===== config.mk =====
export PLATFORM = sky130hd
export DESIGN_NAME = ivr_writer
export DESIGN_NICKNAME = d
export VERILOG_FILES = /design/src/rtl/ivr_pkg.sv /design/src/rtl/ivr_pack.sv /design/src/rtl/ivr_regs.sv /design/src/rtl/ivr_seq.sv /design/src/rtl/ivr_writer.sv
export SDC_FILE = /design/constraint.sdc
export NUM_CORES = 1
export LEC_CHECK = 0
export ABC_AREA = 1
export BUFFER_PORTS_ARGS = -buffer_cell sky130_fd_sc_hd__buf_2
export CORE_MARGIN = 4
export CORE_UTILIZATION = 61
export DETAILED_ROUTE_END_ITERATION = 8
export PLACE_DENSITY = 0.87
export SYNTH_ARGS = -nofsm -noshare
export SYNTH_HDL_FRONTEND = slang
export SYNTH_SLANG_ARGS = --single-unit
export TNS_END_PERCENT = 30

===== constraint.sdc =====
create_clock -name clk -period 7.65 [get_ports clk]
set_clock_uncertainty 0.2 [all_clocks]
set_input_delay 1.53 -clock clk [delete_from_list [all_inputs] [get_ports clk]]
set_output_delay 1.53 -clock clk [all_outputs]
set_load 0.01 [all_outputs]

===== src/rtl/ivr_pkg.sv =====
package ivr_pkg;
  localparam int WORD_W    = 32;
  localparam int VEC_WORDS = 4;
  localparam int VEC_BYTES = VEC_WORDS * 4;
  localparam int IDX_W     = $clog2(VEC_WORDS);
  localparam int REG_AW    = 3;

  localparam logic [REG_AW-1:0] A_CTRL = 3'd0;
  localparam logic [REG_AW-1:0] A_BASE = 3'd1;
  localparam logic [REG_AW-1:0] A_WBAD = 3'd2;
  localparam logic [REG_AW-1:0] A_RPTR = 3'd3;
  localparam logic [REG_AW-1:0] A_WPTR = 3'd4;
  localparam logic [REG_AW-1:0] A_STAT = 3'd5;

  localparam int C_RING  = 0;
  localparam int C_INTR  = 1;
  localparam int C_OVFD  = 2;
  localparam int C_WB    = 3;
  localparam int C_REARM = 4;
  localparam int C_SZLO  = 5;
  localparam int C_SZHI  = 8;
  localparam int C_OCLR  = 31;

  typedef struct packed {
    logic [7:0]  src;
    logic [27:0] data;
    logic [7:0]  ring;
    logic [7:0]  vm;
    logic [15:0] pasid;
  } ivr_event_t;

  typedef enum logic [1:0] {SQ_IDLE, SQ_VEC, SQ_WB} seq_state_e;
endpackage


===== src/rtl/ivr_pack.sv =====
module ivr_pack
  import ivr_pkg::*;
(
  input  ivr_event_t                         ev,
  output logic [VEC_WORDS-1:0][WORD_W-1:0]   words
);
  always_comb begin
    words    = '0;
    words[0] = {24'b0, ev.src};
    words[1] = {4'b0, ev.data};
    words[2] = {ev.pasid, ev.vm, ev.ring};
  end
endmodule


===== src/rtl/ivr_regs.sv =====
module ivr_regs
  import ivr_pkg::*;
#(
  parameter  int ADDR_W   = 32,
  parameter  int MAX_LOG2 = 14,
  parameter  int MIN_LOG2 = 3,
  localparam int PTR_W    = MAX_LOG2 + 2,
  localparam int SZ_W     = C_SZHI - C_SZLO + 1
)(
  input  logic                clk,
  input  logic                rst_n,
  input  logic                reg_wr,
  input  logic [REG_AW-1:0]   reg_addr,
  input  logic [WORD_W-1:0]   reg_wdata,
  output logic [WORD_W-1:0]   reg_rdata,
  input  logic                vec_done,
  input  logic                busy,
  output logic                room,
  output logic                wb_on,
  output logic                ovf_det,
  output logic [ADDR_W-1:0]   ring_base,
  output logic [ADDR_W-1:0]   wb_addr,
  output logic [PTR_W-1:0]    wptr,
  output logic                ovf,
  output logic [WORD_W-1:0]   wptr_word,
  output logic                irq
);
  logic              ring_q, intr_q, ovfd_q, wb_q, rearm_q, gap_q, ovf_q;
  logic [SZ_W-1:0]   sz_q, sz_eff;
  logic [ADDR_W-1:0] base_q, wbad_q;
  logic [PTR_W-1:0]  wptr_q, rptr_q, mask, next_w, wr_ptr_val;
  logic              wr_ctrl, wr_base, wr_wbad, wr_rptr, wr_wptr, ring_clr;

  always_comb begin
    if (sz_q < SZ_W'(MIN_LOG2))      sz_eff = SZ_W'(MIN_LOG2);
    else if (sz_q > SZ_W'(MAX_LOG2)) sz_eff = SZ_W'(MAX_LOG2);
    else                             sz_eff = sz_q;
  end

  assign mask       = {PTR_W{1'b1}} >> (MAX_LOG2 - int'(sz_eff));
  assign next_w     = (wptr_q + PTR_W'(VEC_BYTES)) & mask;
  assign wr_ptr_val = reg_wdata[PTR_W-1:0] & mask & ~PTR_W'(VEC_BYTES - 1);

  assign wr_ctrl  = reg_wr && (reg_addr == A_CTRL);
  assign wr_base  = reg_wr && (reg_addr == A_BASE);
  assign wr_wbad  = reg_wr && (reg_addr == A_WBAD);
  assign wr_rptr  = reg_wr && (reg_addr == A_RPTR);
  assign wr_wptr  = reg_wr && (reg_addr == A_WPTR);
  assign ring_clr = !ring_q || (wr_ctrl && !reg_wdata[C_RING]);

  // control fields
  always_ff @(posedge clk) begin
    if (!rst_n) begin
      ring_q  <= 1'b0;
      intr_q  <= 1'b0;
      ovfd_q  <= 1'b0;
      wb_q    <= 1'b0;
      rearm_q <= 1'b0;
      sz_q    <= '0;
      base_q  <= '0;
      wbad_q  <= '0;
    end else begin
      if (wr_ctrl) begin
        ring_q  <= reg_wdata[C_RING];
        intr_q  <= reg_wdata[C_INTR];
        ovfd_q  <= reg_wdata[C_OVFD];
        wb_q    <= reg_wdata[C_WB];
        rearm_q <= reg_wdata[C_REARM];
        sz_q    <= reg_wdata[C_SZHI:C_SZLO];
      end
      if (wr_base) base_q <= {reg_wdata[ADDR_W-1:4], 4'b0};
      if (wr_wbad) wbad_q <= {reg_wdata[ADDR_W-1:2], 2'b0};
    end
  end

  // pointers, overflow flag and rearm gap
  always_ff @(posedge clk) begin
    if (!rst_n) begin
      wptr_q <= '0;
      rptr_q <= '0;
      ovf_q  <= 1'b0;
      gap_q  <= 1'b0;
    end else begin
      if (ring_clr)      wptr_q <= '0;
      else if (wr_wptr)  wptr_q <= wr_ptr_val;
      else if (vec_done) wptr_q <= next_w;

      if (ring_clr)     rptr_q <= '0;
      else if (wr_rptr) rptr_q <= wr_ptr_val;

      if (ring_clr)                                  ovf_q <= 1'b0;
      else if (vec_done && ovfd_q && next_w == rptr_q) ovf_q <= 1'b1;
      else if (wr_ctrl && reg_wdata[C_OCLR])         ovf_q <= 1'b0;

      gap_q <= wr_rptr && rearm_q && !ring_clr && (wr_ptr_val != wptr_q);
    end
  end

  assign wptr_word = WORD_W'(wptr_q) | WORD_W'(ovf_q);

  always_comb begin
    case (reg_addr)
      A_CTRL:  reg_rdata = WORD_W'({sz_q, rearm_q, wb_q, ovfd_q, intr_q, ring_q});
      A_BASE:  reg_rdata = WORD_W'(base_q);
      A_WBAD:  reg_rdata = WORD_W'(wbad_q);
      A_RPTR:  reg_rdata = WORD_W'(rptr_q);
      A_WPTR:  reg_rdata = wptr_word;
      A_STAT:  reg_rdata = WORD_W'(busy);
      default: reg_rdata = '0;
    endcase
  end

  assign room      = ring_q && intr_q && (ovfd_q || (next_w != rptr_q));
  assign irq       = ring_q && intr_q && ((rptr_q != wptr_q) || ovf_q) && !gap_q;
  assign wb_on     = wb_q;
  assign ovf_det   = ovfd_q;
  assign ring_base = base_q;
  assign wb_addr   = wbad_q;
  assign wptr      = wptr_q;
  assign ovf       = ovf_q;
endmodule


===== src/rtl/ivr_seq.sv =====
module ivr_seq
  import ivr_pkg::*;
#(
  parameter int ADDR_W = 32,
  parameter int PTR_W  = 16
)(
  input  logic                              clk,
  input  logic                              rst_n,
  input  logic                              ev_valid,
  output logic                              ev_ready,
  input  logic [VEC_WORDS-1:0][WORD_W-1:0]  ev_words,
  input  logic                              room,
  input  logic [ADDR_W-1:0]                 ring_base,
  input  logic [PTR_W-1:0]                  wptr,
  input  logic                              wb_on,
  input  logic [ADDR_W-1:0]                 wb_addr,
  input  logic [WORD_W-1:0]                 wb_word,
  output logic                              mem_valid,
  input  logic                              mem_ready,
  output logic [ADDR_W-1:0]                 mem_addr,
  output logic [WORD_W-1:0]                 mem_data,
  output logic                              vec_done,
  output logic                              busy
);
  seq_state_e                        state_q;
  logic [IDX_W-1:0]                  idx_q;
  logic [ADDR_W-1:0]                 slot_q;
  logic [VEC_WORDS-1:0][WORD_W-1:0]  words_q;
  logic                              last_word;

  assign ev_ready  = (state_q == SQ_IDLE) && room;
  assign last_word = (idx_q == IDX_W'(VEC_WORDS - 1));
  assign vec_done  = (state_q == SQ_VEC) && mem_ready && last_word;

  always_ff @(posedge clk) begin
    if (!rst_n) begin
      state_q <= SQ_IDLE;
      idx_q   <= '0;
      slot_q  <= '0;
      words_q <= '0;
    end else begin
      case (state_q)
        SQ_IDLE: if (ev_valid && ev_ready) begin
          words_q <= ev_words;
          slot_q  <= ring_base + ADDR_W'(wptr);
          idx_q   <= '0;
          state_q <= SQ_VEC;
        end
        SQ_VEC: if (mem_ready) begin
          if (last_word) begin
            idx_q   <= '0;
            state_q <= wb_on ? SQ_WB : SQ_IDLE;
          end else begin
            idx_q <= idx_q + 1'b1;
          end
        end
        SQ_WB: if (mem_ready) state_q <= SQ_IDLE;
        default: state_q <= SQ_IDLE;
      endcase
    end
  end

  always_comb begin
    mem_valid = (state_q != SQ_IDLE);
    if (state_q == SQ_WB) begin
      mem_addr = wb_addr;
      mem_data = wb_word;
    end else begin
      mem_addr = slot_q + ADDR_W'({idx_q, 2'b00});
      mem_data = words_q[idx_q];
    end
  end

  assign busy = (state_q != SQ_IDLE);
endmodule


===== src/rtl/ivr_writer.sv =====
module ivr_writer
  import ivr_pkg::*;
#(
  parameter int ADDR_W   = 32,
  parameter int MAX_LOG2 = 14,
  parameter int MIN_LOG2 = 3
)(
  input  logic              clk,
  input  logic              rst_n,
  input  logic              ev_valid,
  output logic              ev_ready,
  input  logic [7:0]        ev_src_id,
  input  logic [27:0]       ev_src_data,
  input  logic [7:0]        ev_ring_id,
  input  logic [7:0]        ev_vm_id,
  input  logic [15:0]       ev_pasid,
  input  logic              reg_wr,
  input  logic [2:0]        reg_addr,
  input  logic [31:0]       reg_wdata,
  output logic [31:0]       reg_rdata,
  output logic              mem_valid,
  input  logic              mem_ready,
  output logic [ADDR_W-1:0] mem_addr,
  output logic [31:0]       mem_data,
  output logic              irq
);
  localparam int PTR_W = MAX_LOG2 + 2;

  ivr_event_t                        ev;
  logic [VEC_WORDS-1:0][WORD_W-1:0]  ev_words;
  logic                              room, wb_on, ovf_det, ovf_flag, vec_done, busy;
  logic [ADDR_W-1:0]                 ring_base, wb_addr;
  logic [PTR_W-1:0]                  wptr_q;
  logic [WORD_W-1:0]                 wptr_word;

  assign ev = '{src: ev_src_id, data: ev_src_data, ring: ev_ring_id,
                vm: ev_vm_id, pasid: ev_pasid};

  ivr_pack u_pack (.ev(ev), .words(ev_words));

  ivr_regs #(.ADDR_W(ADDR_W), .MAX_LOG2(MAX_LOG2), .MIN_LOG2(MIN_LOG2)) u_regs (
    .clk(clk), .rst_n(rst_n),
    .reg_wr(reg_wr), .reg_addr(reg_addr), .reg_wdata(reg_wdata), .reg_rdata(reg_rdata),
    .vec_done(vec_done), .busy(busy), .room(room), .wb_on(wb_on), .ovf_det(ovf_det),
    .ring_base(ring_base), .wb_addr(wb_addr), .wptr(wptr_q), .ovf(ovf_flag),
    .wptr_word(wptr_word), .irq(irq)
  );

  ivr_seq #(.ADDR_W(ADDR_W), .PTR_W(PTR_W)) u_seq (
    .clk(clk), .rst_n(rst_n),
    .ev_valid(ev_valid), .ev_ready(ev_ready), .ev_words(ev_words), .room(room),
    .ring_base(ring_base), .wptr(wptr_q), .wb_on(wb_on), .wb_addr(wb_addr),
    .wb_word(wptr_word), .mem_valid(mem_valid), .mem_ready(mem_ready),
    .mem_addr(mem_addr), .mem_data(mem_data), .vec_done(vec_done), .busy(busy)
  );
endmodule


* Word-level counts from Yosys, hierarchy flattened
Cells that the tools add are included.
Cells by class: multiplexer cells 21, reductions and logical operators 38, shifts and indexed selects 1, add/subtract/negate cells 5, equality and inequality tests 16, order comparisons 3, bitwise operators 4
Operators by type and width (count):
- $pmux W32 S6 | 1
- $mux W32 | 3
- $bmux W32 S2 | 1
- $ne A16 B16 Y1 | 3
- $add A32 B16 Y32 | 1
- $add A32 B4 Y32 | 1
- $and A16 B16 Y16 | 2
- $mux W16 | 2
- $shr A16 B32 Y16 const A | 1
- $logic_and A1 B1 Y1 | 20
- $add A16 B5 Y16 const B | 1
- $eq A16 B16 Y1 | 1
- $mux W2 | 8
- $or A16 B1 Y16 | 1
- $mux W4 | 2
- $reduce_bool A2 Y1 | 4
- $eq A3 B2 Y1 const B | 2
- $eq A3 B3 Y1 const B | 2
- $ne A2 B2 Y1 const B | 3
- $pmux W2 S3 | 1
- $sub A4 B4 Y5 const A | 1
- $eq A2 B2 Y1 const B | 2
- $gt A4 B4 Y1 const B | 1
- $logic_not A1 Y1 | 4
- 17 further kinds | 20
Word-level totals: register bits after elaboration 201

* Longest topological paths before layout
Gate-level depths: netlist (run 1).
depth after elaboration 13, mapped depth 24, depth with buffers taken out 23

* Modules after synthesis
A second synthesis (run 1) with hierarchy kept.
Unflattened totals: cells, all modules 2463, area, all modules 16064.2 um^2
Modules (own cells, without submodules):
- ivr_seq | cells each 1527, area each 9659.3 um^2, instances 1
- ivr_regs | cells each 807, area each 5440.2 um^2, instances 1
- ivr_pack | cells each 129, area each 964.7 um^2, instances 1

* Worst setup path after synthesis (run 1)
OpenSTA, ideal clock, no wires.
kind reg2out, from reg u_seq.idx_q[1], to out mem_addr[30], data arrival time 2945 ps, slack 2975 ps, stages on the path, launching flop included 16, buffers on the path 2, required time 5920 ps, cell sequence dfxtp_1 -> clkbuf_1 -> inv_1 -> clkbuf_1 -> fa_1 -> inv_1 -> nand4_1 -> nor2_1 -> nand3_1 -> nor3_1 -> nand3_1 -> nor2_1 -> nand3_1 -> o21ai_0 -> nand3_1 -> o21ai_0
On the way: word-level cells in the longest chain between the ends 2
RTL lines:
- start, declared | line ivr_seq.sv:26 | logic [IDX_W-1:0] idx_q;
- start signal, assigned | line ivr_seq.sv:54 | idx_q <= idx_q + 1'b1;
- $add A32 B4 Y32 | line ivr_seq.sv:69 | mem_addr = slot_q + ADDR_W'({idx_q, 2'b00});
- $mux W32 | line ivr_seq.sv:65 | if (state_q == SQ_WB) begin
- end, declared | line ivr_writer.sv:23 | output logic [ADDR_W-1:0] mem_addr,
Every way passes these cells.

* Final worst setup path (run 1)
Same ends and word-level chain as after synthesis.

==> results.sh, run 1 <==
export IMPL_cts_root_buf="clkbuf_16"
export IMPL_cts_tree="done"
export IMPL_rows=48
export IMPL_fin_util_pct=73.5
export IMPL_vias=12300
export IMPL_portBuffers=206
export IMPL_maxSlewHeadroom_pct=19.9
export IMPL_syn_cell_area_um2=11000
export IMPL_synth_edf_count=0
export IMPL_postRouteAntennaNets=0
export IMPL_synth_flop_cell="dfxtp_1"
export IMPL_cp_arrival_ps=4590
export IMPL_die_area_um2=20300
export IMPL_grt_max_degree=104
export IMPL_antenna_found_initial=1
export IMPL_power_mw=2.36
export IMPL_fill_cells=1479
export IMPL_drt_total_wl_mm=36.8
export IMPL_muxShareOfSynthArea_pct=0
export IMPL_hold_viol_final=0
export IMPL_async_flop_share_pct=0
export IMPL_grt_ovfl_total=0
export IMPL_p_per_area_nw_per_um2=183
export IMPL_n_antenna_cell=0
export IMPL_yosysWarningCount=0
export IMPL_whs_ps=263
export IMPL_setup_violations=0
export IMPL_synth_fa_ha_area_share_pct=2.29
export IMPL_worst_pin_slew_ps=1200
export IMPL_cts_hold_buffers=0
export IMPL_wl_per_cell_um=17.8
export IMPL_outcome="finished clean"
export IMPL_post_cts_repair_setup_buffers=0
export IMPL_htree_levels=1
export IMPL_grt_usage_pct=34.9
export IMPL_critPathMaxFanout=22
export IMPL_dp_hpwl_mm=26.7
export IMPL_p_leak_nw=5.51
export IMPL_syn_num_nets=1797
export IMPL_max_freq_mhz=158
export IMPL_grt_pass1_wl_mm=57.7
export IMPL_layout_min_cycle_time_ps=6320
export IMPL_yosys_area_top_type_share_pct=36.4
export IMPL_rsz0062_at_grt="no"
export IMPL_cts_resized=0
export IMPL_critPathKind="reg -> out"
export IMPL_numCtsBuffers=23
export IMPL_grt_pass1_vias=11300
export IMPL_netlist_instances=1670
export IMPL_start_kind="flip-flop"
export IMPL_clock_sinks=201
export IMPL_synth_xor_area_share_pct=4.52
export IMPL_drcViolationCount=0
export IMPL_drive_gt1_share_pct=15.2
export IMPL_synth_top_family_by_area="simple AND/OR/NAND/NOR gates"
export IMPL_maxCapViolations=0
export IMPL_synth_distinct_cells=47
export IMPL_synthSimpleGateAreaFrac_pct=25.6
export IMPL_clk_pin_slew_ps=60
export IMPL_syn2layout_area_growth_pct=16.6
export IMPL_slew_viol_final=0
export IMPL_first_pass_iters=6
export IMPL_synth_area_leaders="dfxtp_1 36%, nand2_1 15%, a21oi_1 9.4%, o21ai_0 6.5%, inv_1 5.4%"
export IMPL_clk_latency_ps=520
export IMPL_ys_ff_latch=201
export IMPL_critPathRequiredTime_ps=5920
export IMPL_core_region_area_um2=17500
export IMPL_fin_nets=1953
export IMPL_start_util_pct=63.0
export IMPL_fin_setup_tns_ps=0
export IMPL_ir_drop_v=0.000181
export IMPL_place_gp_congestion=1.08
export IMPL_chipHeight_um=143
export IMPL_seq_area_frac_synth_pct=36.4
export IMPL_via_per_inst=5.96
export IMPL_worst_hold_path_type="reg -> reg"
export IMPL_die_w_um=143
export IMPL_pre_cts_slack_ps=2070
export IMPL_cts_max_path_buffers=3
export IMPL_drtIter0Drc=1208
export IMPL_synth_compound_area_share_pct=22.0
export IMPL_post_route_period_util_pct=82.6
export IMPL_cp_end_kind="output pin"
export IMPL_setup_slack_ps=1330
export IMPL_synth_area_per_cell_um2=6.61
export IMPL_ios=207
export IMPL_yosys_area_top_type="dfxtp_1"
-- critical path, cell delays in order (launching register included) --
cell and delay (ps):
dfxtp_1 590, inv_1 470, fa_1 590, inv_1 130
nand4_1 120, nor2_1 270, nand3_1 200, nor3_1 390
nand3_1 200, nor2_1 270, nand3_1 190, o21ai_0 260
nand3_1 130, o21ai_0 110, buf_2 160
-- per-layer routing --
layer  up-vias  GRT usage (%)  wire, µm
met5         -              0        12
met4         2           14.3      1630
met3       133           5.91      3740
met2       730           56.0     16600
met1      5594           46.6     14800
li1       5847              -         -
-- final timing paths --
path                                     endpoint         startpoint  slack [ps]  cells past startpoint
worst max register to register   u_seq.slot_q[14]     u_regs.sz_q[0]        3420                     22
worst max-delay path                 mem_addr[30]     u_seq.idx_q[1]        1330                     14
worst min register to register  u_seq.words_q[34]  u_seq.words_q[34]         260                      2
worst min-delay path            u_seq.words_q[34]  u_seq.words_q[34]         260                      2
-- state kept, by name, summed over array words and instances (netlist names), 2 cells and up --
name / cells
u_regs.ring_base: 28
u_regs.wb_addr: 30
u_regs.sz_q: 4
u_regs.rptr_q: 12
u_seq.words_q: 68
u_seq.slot_q: 32
u_seq.state_q: 2
u_regs.wptr: 16
u_seq.idx_q: 2
-- where the power goes --
part / switching [mW] / internal, mW
clock network: 0.449 / 0.695
registers: 0.0102 / 1.06
logic: 0.0965 / 0.0461
-- layout make-up --
| class | count | area (µm²) | area share (%) |
|---|---|---|---|
| multi-input cells | 1212 | 6020 | 46.7 |
| flip-flops and latches | 201 | 4020 | 31.2 |
| repair buffers | 218 | 1130 | 8.80 |
| clock buffers | 31 | 686 | 5.32 |
| inverters | 170 | 638 | 4.95 |
| well taps | 225 | 282 | 2.19 |
| clock inverters | 8 | 105 | 0.816 |
-- stage by stage --
stage               cell area [µm²]  std cells
finish                        12900       2065
CTS                           12900       2065
floorplan                     11000       1670
detailed placement            12100       2026
global route                  12900       2065
global placement              12100       2026
-- logic make-up after synthesis --
family	Yosys count
AO/OA/AOI/OAI	446
XOR/XNOR	57
adder cells (fa/ha/maj)	19
buffers and inverters	257
flip-flops	201
AND/OR/NAND/NOR	690
-- placed cells by master (no fill, tap or decap), types with 2 or more instances in the layout --
cell type,Yosys,routed
xnor2_1,10,10
a21oi_1,207,207
or2_2,3,3
fa_1,2,2
nand2_1,437,437
o211ai_1,5,5
xor2_1,47,47
nor2_2,3,5
nand3_1,70,70
o22ai_1,32,32
a31oi_1,21,21
clkbuf_8,0,8
nor2_4,2,2
buf_2,19,206
clkbuf_16,0,23
dfxtp_1,201,201
a21o_1,2,2
o221ai_1,7,7
clkinvlp_4,0,2
o21a_1,3,3
nor3_1,17,17
clkinv_2,0,2
nand4_1,24,24
inv_2,6,7
ha_1,17,17
nor2_1,123,121
inv_1,160,160
nand2_2,2,2
bufinv_16,0,2
o21ai_1,2,2
clkinv_1,4,3
a22oi_1,8,8
nor4_1,5,5
a2bb2oi_1,2,2
a221oi_1,5,5
buf_4,8,11
o21ai_0,143,143
-- cell usage after synthesis (2+ instances only) --
library cell  instances
nor2_2                3
o221ai_1              7
buf_2                19
dfxtp_1             201
ha_1                 17
or2_2                 3
nand3_1              70
o22ai_1              32
nand4_1              24
xnor2_1              10
inv_2                 6
xor2_1               47
o21ai_0             143
a2bb2oi_1             2
fa_1                  2
nor2_1              123
nor2_4                2
nor4_1                5
nand2_2               2
inv_1               160
a22oi_1               8
buf_4                 8
a221oi_1              5
o21ai_1               2
a31oi_1              21
clkinv_1              4
nor3_1               17
buf_1                 3
a21o_1                2
clkbuf_1             57
o21a_1                3
o211ai_1              5
nand2_1             437
a21oi_1             207
(Power assumes the default switching activity.)
==> inputs of run 2 (changes only) <==
--- a/config.mk
+++ b/config.mk
@@ -8,9 +8,9 @@
 export ABC_AREA = 1
 export BUFFER_PORTS_ARGS = -buffer_cell sky130_fd_sc_hd__buf_2
 export CORE_MARGIN = 4
-export CORE_UTILIZATION = 61
+export CORE_UTILIZATION = 51
 export DETAILED_ROUTE_END_ITERATION = 8
-export PLACE_DENSITY = 0.87
+export PLACE_DENSITY = 0.77
 export SYNTH_ARGS = -nofsm -noshare
 export SYNTH_HDL_FRONTEND = slang
 export SYNTH_SLANG_ARGS = --single-unit
==> constraint.sdc (replaced) <==
create_clock -name clk -period 5.15 [get_ports clk]
set_clock_uncertainty 0.2 [all_clocks]
set_input_delay 1.03 -clock clk [delete_from_list [all_inputs] [get_ports clk]]
set_output_delay 1.03 -clock clk [all_outputs]
set_load 0.01 [all_outputs]
==> run 2 against run 1 <==
  * Global-route usage down 5.2 points
  * Sequential cell count unchanged
  * Worst hold slack lost 2.7 ps
  * Cell count rose by 2.9%
  * Largest cell class unchanged
  * Critical endpoint unchanged
  * Critical path type unchanged
  * Total power up 51%
  * Core utilization fell by 12 points
  * Largest power group unchanged
  * Critical path depth grew 1
  * Sequential share of layout area is 0.29 points lower
==> results.sh, run 2 (synthesis gave the netlist of run 1 again) <==
export IMPL_outcome="finished clean"
export IMPL_max_freq_mhz=208
export IMPL_setup_violations=0
export IMPL_regMostFlops="u_seq.words_q"
export IMPL_critPathMaxFanout=4
export IMPL_p_leak_nw=5.55
export IMPL_numCtsBuffers=23
export IMPL_syn2layout_area_growth_pct=17.7
export IMPL_post_route_period_util_pct=93.5
export IMPL_cp_end_kind="output pin"
export IMPL_grt_max_degree=104
export IMPL_hold_viol_final=0
export IMPL_layout_commonest_cell="nand2_1"
export IMPL_clk_pin_slew_ps=60
export IMPL_cts_root_buf="clkbuf_16"
export IMPL_cts_max_path_buffers=3
export IMPL_cts_tree="done"
export IMPL_cts_hold_buffers=0
export IMPL_vias=11900
export IMPL_worst_pin_slew_ps=1210
export IMPL_drcViolationCount=0
export IMPL_path_buf_inv=3
export IMPL_antenna_found_initial=1
export IMPL_largest_reg_flops=68
export IMPL_clk_latency_ps=510
export IMPL_wl_per_cell_um=17.6
export IMPL_ios=207
export IMPL_die_w_um=155
export IMPL_fin_setup_tns_ps=0
export IMPL_cp_arrival_ps=3590
export IMPL_max_stage_delay_ps=370
export IMPL_maxCapViolations=0
export IMPL_via_per_inst=5.61
export IMPL_grt_ovfl_total=0
export IMPL_cp_slowest_cell="fa_1"
export IMPL_rsz0062_at_grt="no"
export IMPL_place_gp_congestion=1.01
export IMPL_dp_hpwl_mm=27.2
export IMPL_final_cell_mix="437 x nand2_1, 207 x a21oi_1, 206 x buf_2"
export IMPL_clock_sinks=201
export IMPL_worst_hold_path_type="reg -> reg"
export IMPL_portBuffers=206
export IMPL_start_kind="flip-flop"
export IMPL_first_pass_iters=5
export IMPL_n_antenna_cell=0
export IMPL_start_util_pct=52.2
export IMPL_critical_path_top_delay_family="simple AND/OR/NAND/NOR gates"
export IMPL_postRouteAntennaNets=0
export IMPL_post_cts_repair_setup_buffers=0
export IMPL_fill_cells=2024
export IMPL_power_mw=3.56
export IMPL_core_region_area_um2=21200
export IMPL_rows=53
export IMPL_grt_pass1_wl_mm=58.2
export IMPL_layout_min_cycle_time_ps=4820
export IMPL_cp_cell_sequence="ha_1 > inv_1 > fa_1 > inv_1 > nand4_1 > nor2_1 > nand3_1 > nor3_2 > nand3_1 > nor2_1 > nand3_1 > o21ai_0 > nand3_1 > o21ai_0 > buf_2"
export IMPL_drt_total_wl_mm=37.3
export IMPL_fin_nets=1959
export IMPL_p_per_area_nw_per_um2=274
export IMPL_critPathRequiredTime_ps=3920
export IMPL_chipHeight_um=155
export IMPL_htree_levels=1
export IMPL_grt_pass1_vias=10900
export IMPL_die_area_um2=24100
export IMPL_critPathKind="reg -> out"
export IMPL_slew_viol_final=0
export IMPL_crit_top_cell="nand3_1"
export IMPL_grt_usage_pct=29.7
export IMPL_drive_gt1_share_pct=15.5
export IMPL_drtIter0Drc=1165
export IMPL_ir_drop_v=0.000185
export IMPL_maxSlewHeadroom_pct=19.7
## run 2: cell count changes in the layout (fill, tap and decap cells not counted), sizes merged
cell      delta
clkinvlp     -1
inv          -1
bufinv       +2
clkinv       +4
clkbuf       -1
buf          +6
## run 2: cell type report
type	instances	area (µm²)	area share, %
well taps	275	344	2.65
inverters	170	638	4.91
multi-input cells	1212	6020	46.3
flip-flops and latches	201	4020	30.9
repair buffers	224	1170	8.97
clock buffers	30	642	4.94
clock inverters	12	166	1.28
## run 2: repair_timing
action                                  CTS  global route
hold endpoints to repair                  0             0
endpoints found under the setup margin    0             1
resized for setup                         0             1
## run 2: path summary, 6_finish.rpt
check / startpoint / end / slack [ps] / depth (start not counted)
hold reg to reg: u_seq.words_q[32] / u_seq.words_q[32] / 260 / 2
setup reg to reg: u_regs.sz_q[1] / u_seq.idx_q[1] / 870 / 22
setup / recovery: u_seq.slot_q[2] / mem_addr[30] / 330 / 15
hold / removal: u_seq.words_q[32] / u_seq.words_q[32] / 260 / 2
## run 2: tightest hold or removal path: cells and delay by family (launching register included)
family	cells	cell delay [ps]
AOI/OAI and AO/OA	1	50
DFF	1	310
and+or+nand+nor	1	60
## run 2: layer usage
layer / up-vias / global-route usage (%) / wire length (µm)
met3: 55 / 5.20 / 3550
met1: 5408 / 41.0 / 16000
met5: - / 0 / 7
met4: 2 / 7.36 / 825
met2: 583 / 48.4 / 16900
li1: 5862 / - / -
## run 2: where the power goes
part           switching (mW)  leakage (nW)  internal [mW]  total (mW)
Clock                   0.674         0.400           1.08        1.75
Sequential             0.0147          1.62           1.57        1.59
Combinational           0.146          3.53         0.0689       0.215
## run 2: metrics by stage
| stage | hold WS [ps] | utilization [%] | cells | setup slack, ps | cell area (µm²) |
|---|---|---|---|---|---|
| 2_1_floorplan | 239 | - | 1670 | 975 | 11000 |
| 3_3_place_gp | 249 | 57.6 | 2082 | 883 | 12200 |
| 3_5_place_dp | 252 | 57.6 | 2082 | 773 | 12200 |
| 4_1_cts | 264 | 61.4 | 2124 | 232 | 13000 |
| 5_1_grt | 280 | 61.5 | 2124 | 79.1 | 13000 |
| 6_report | 260 | 61.5 | 2124 | 334 | 13000 |
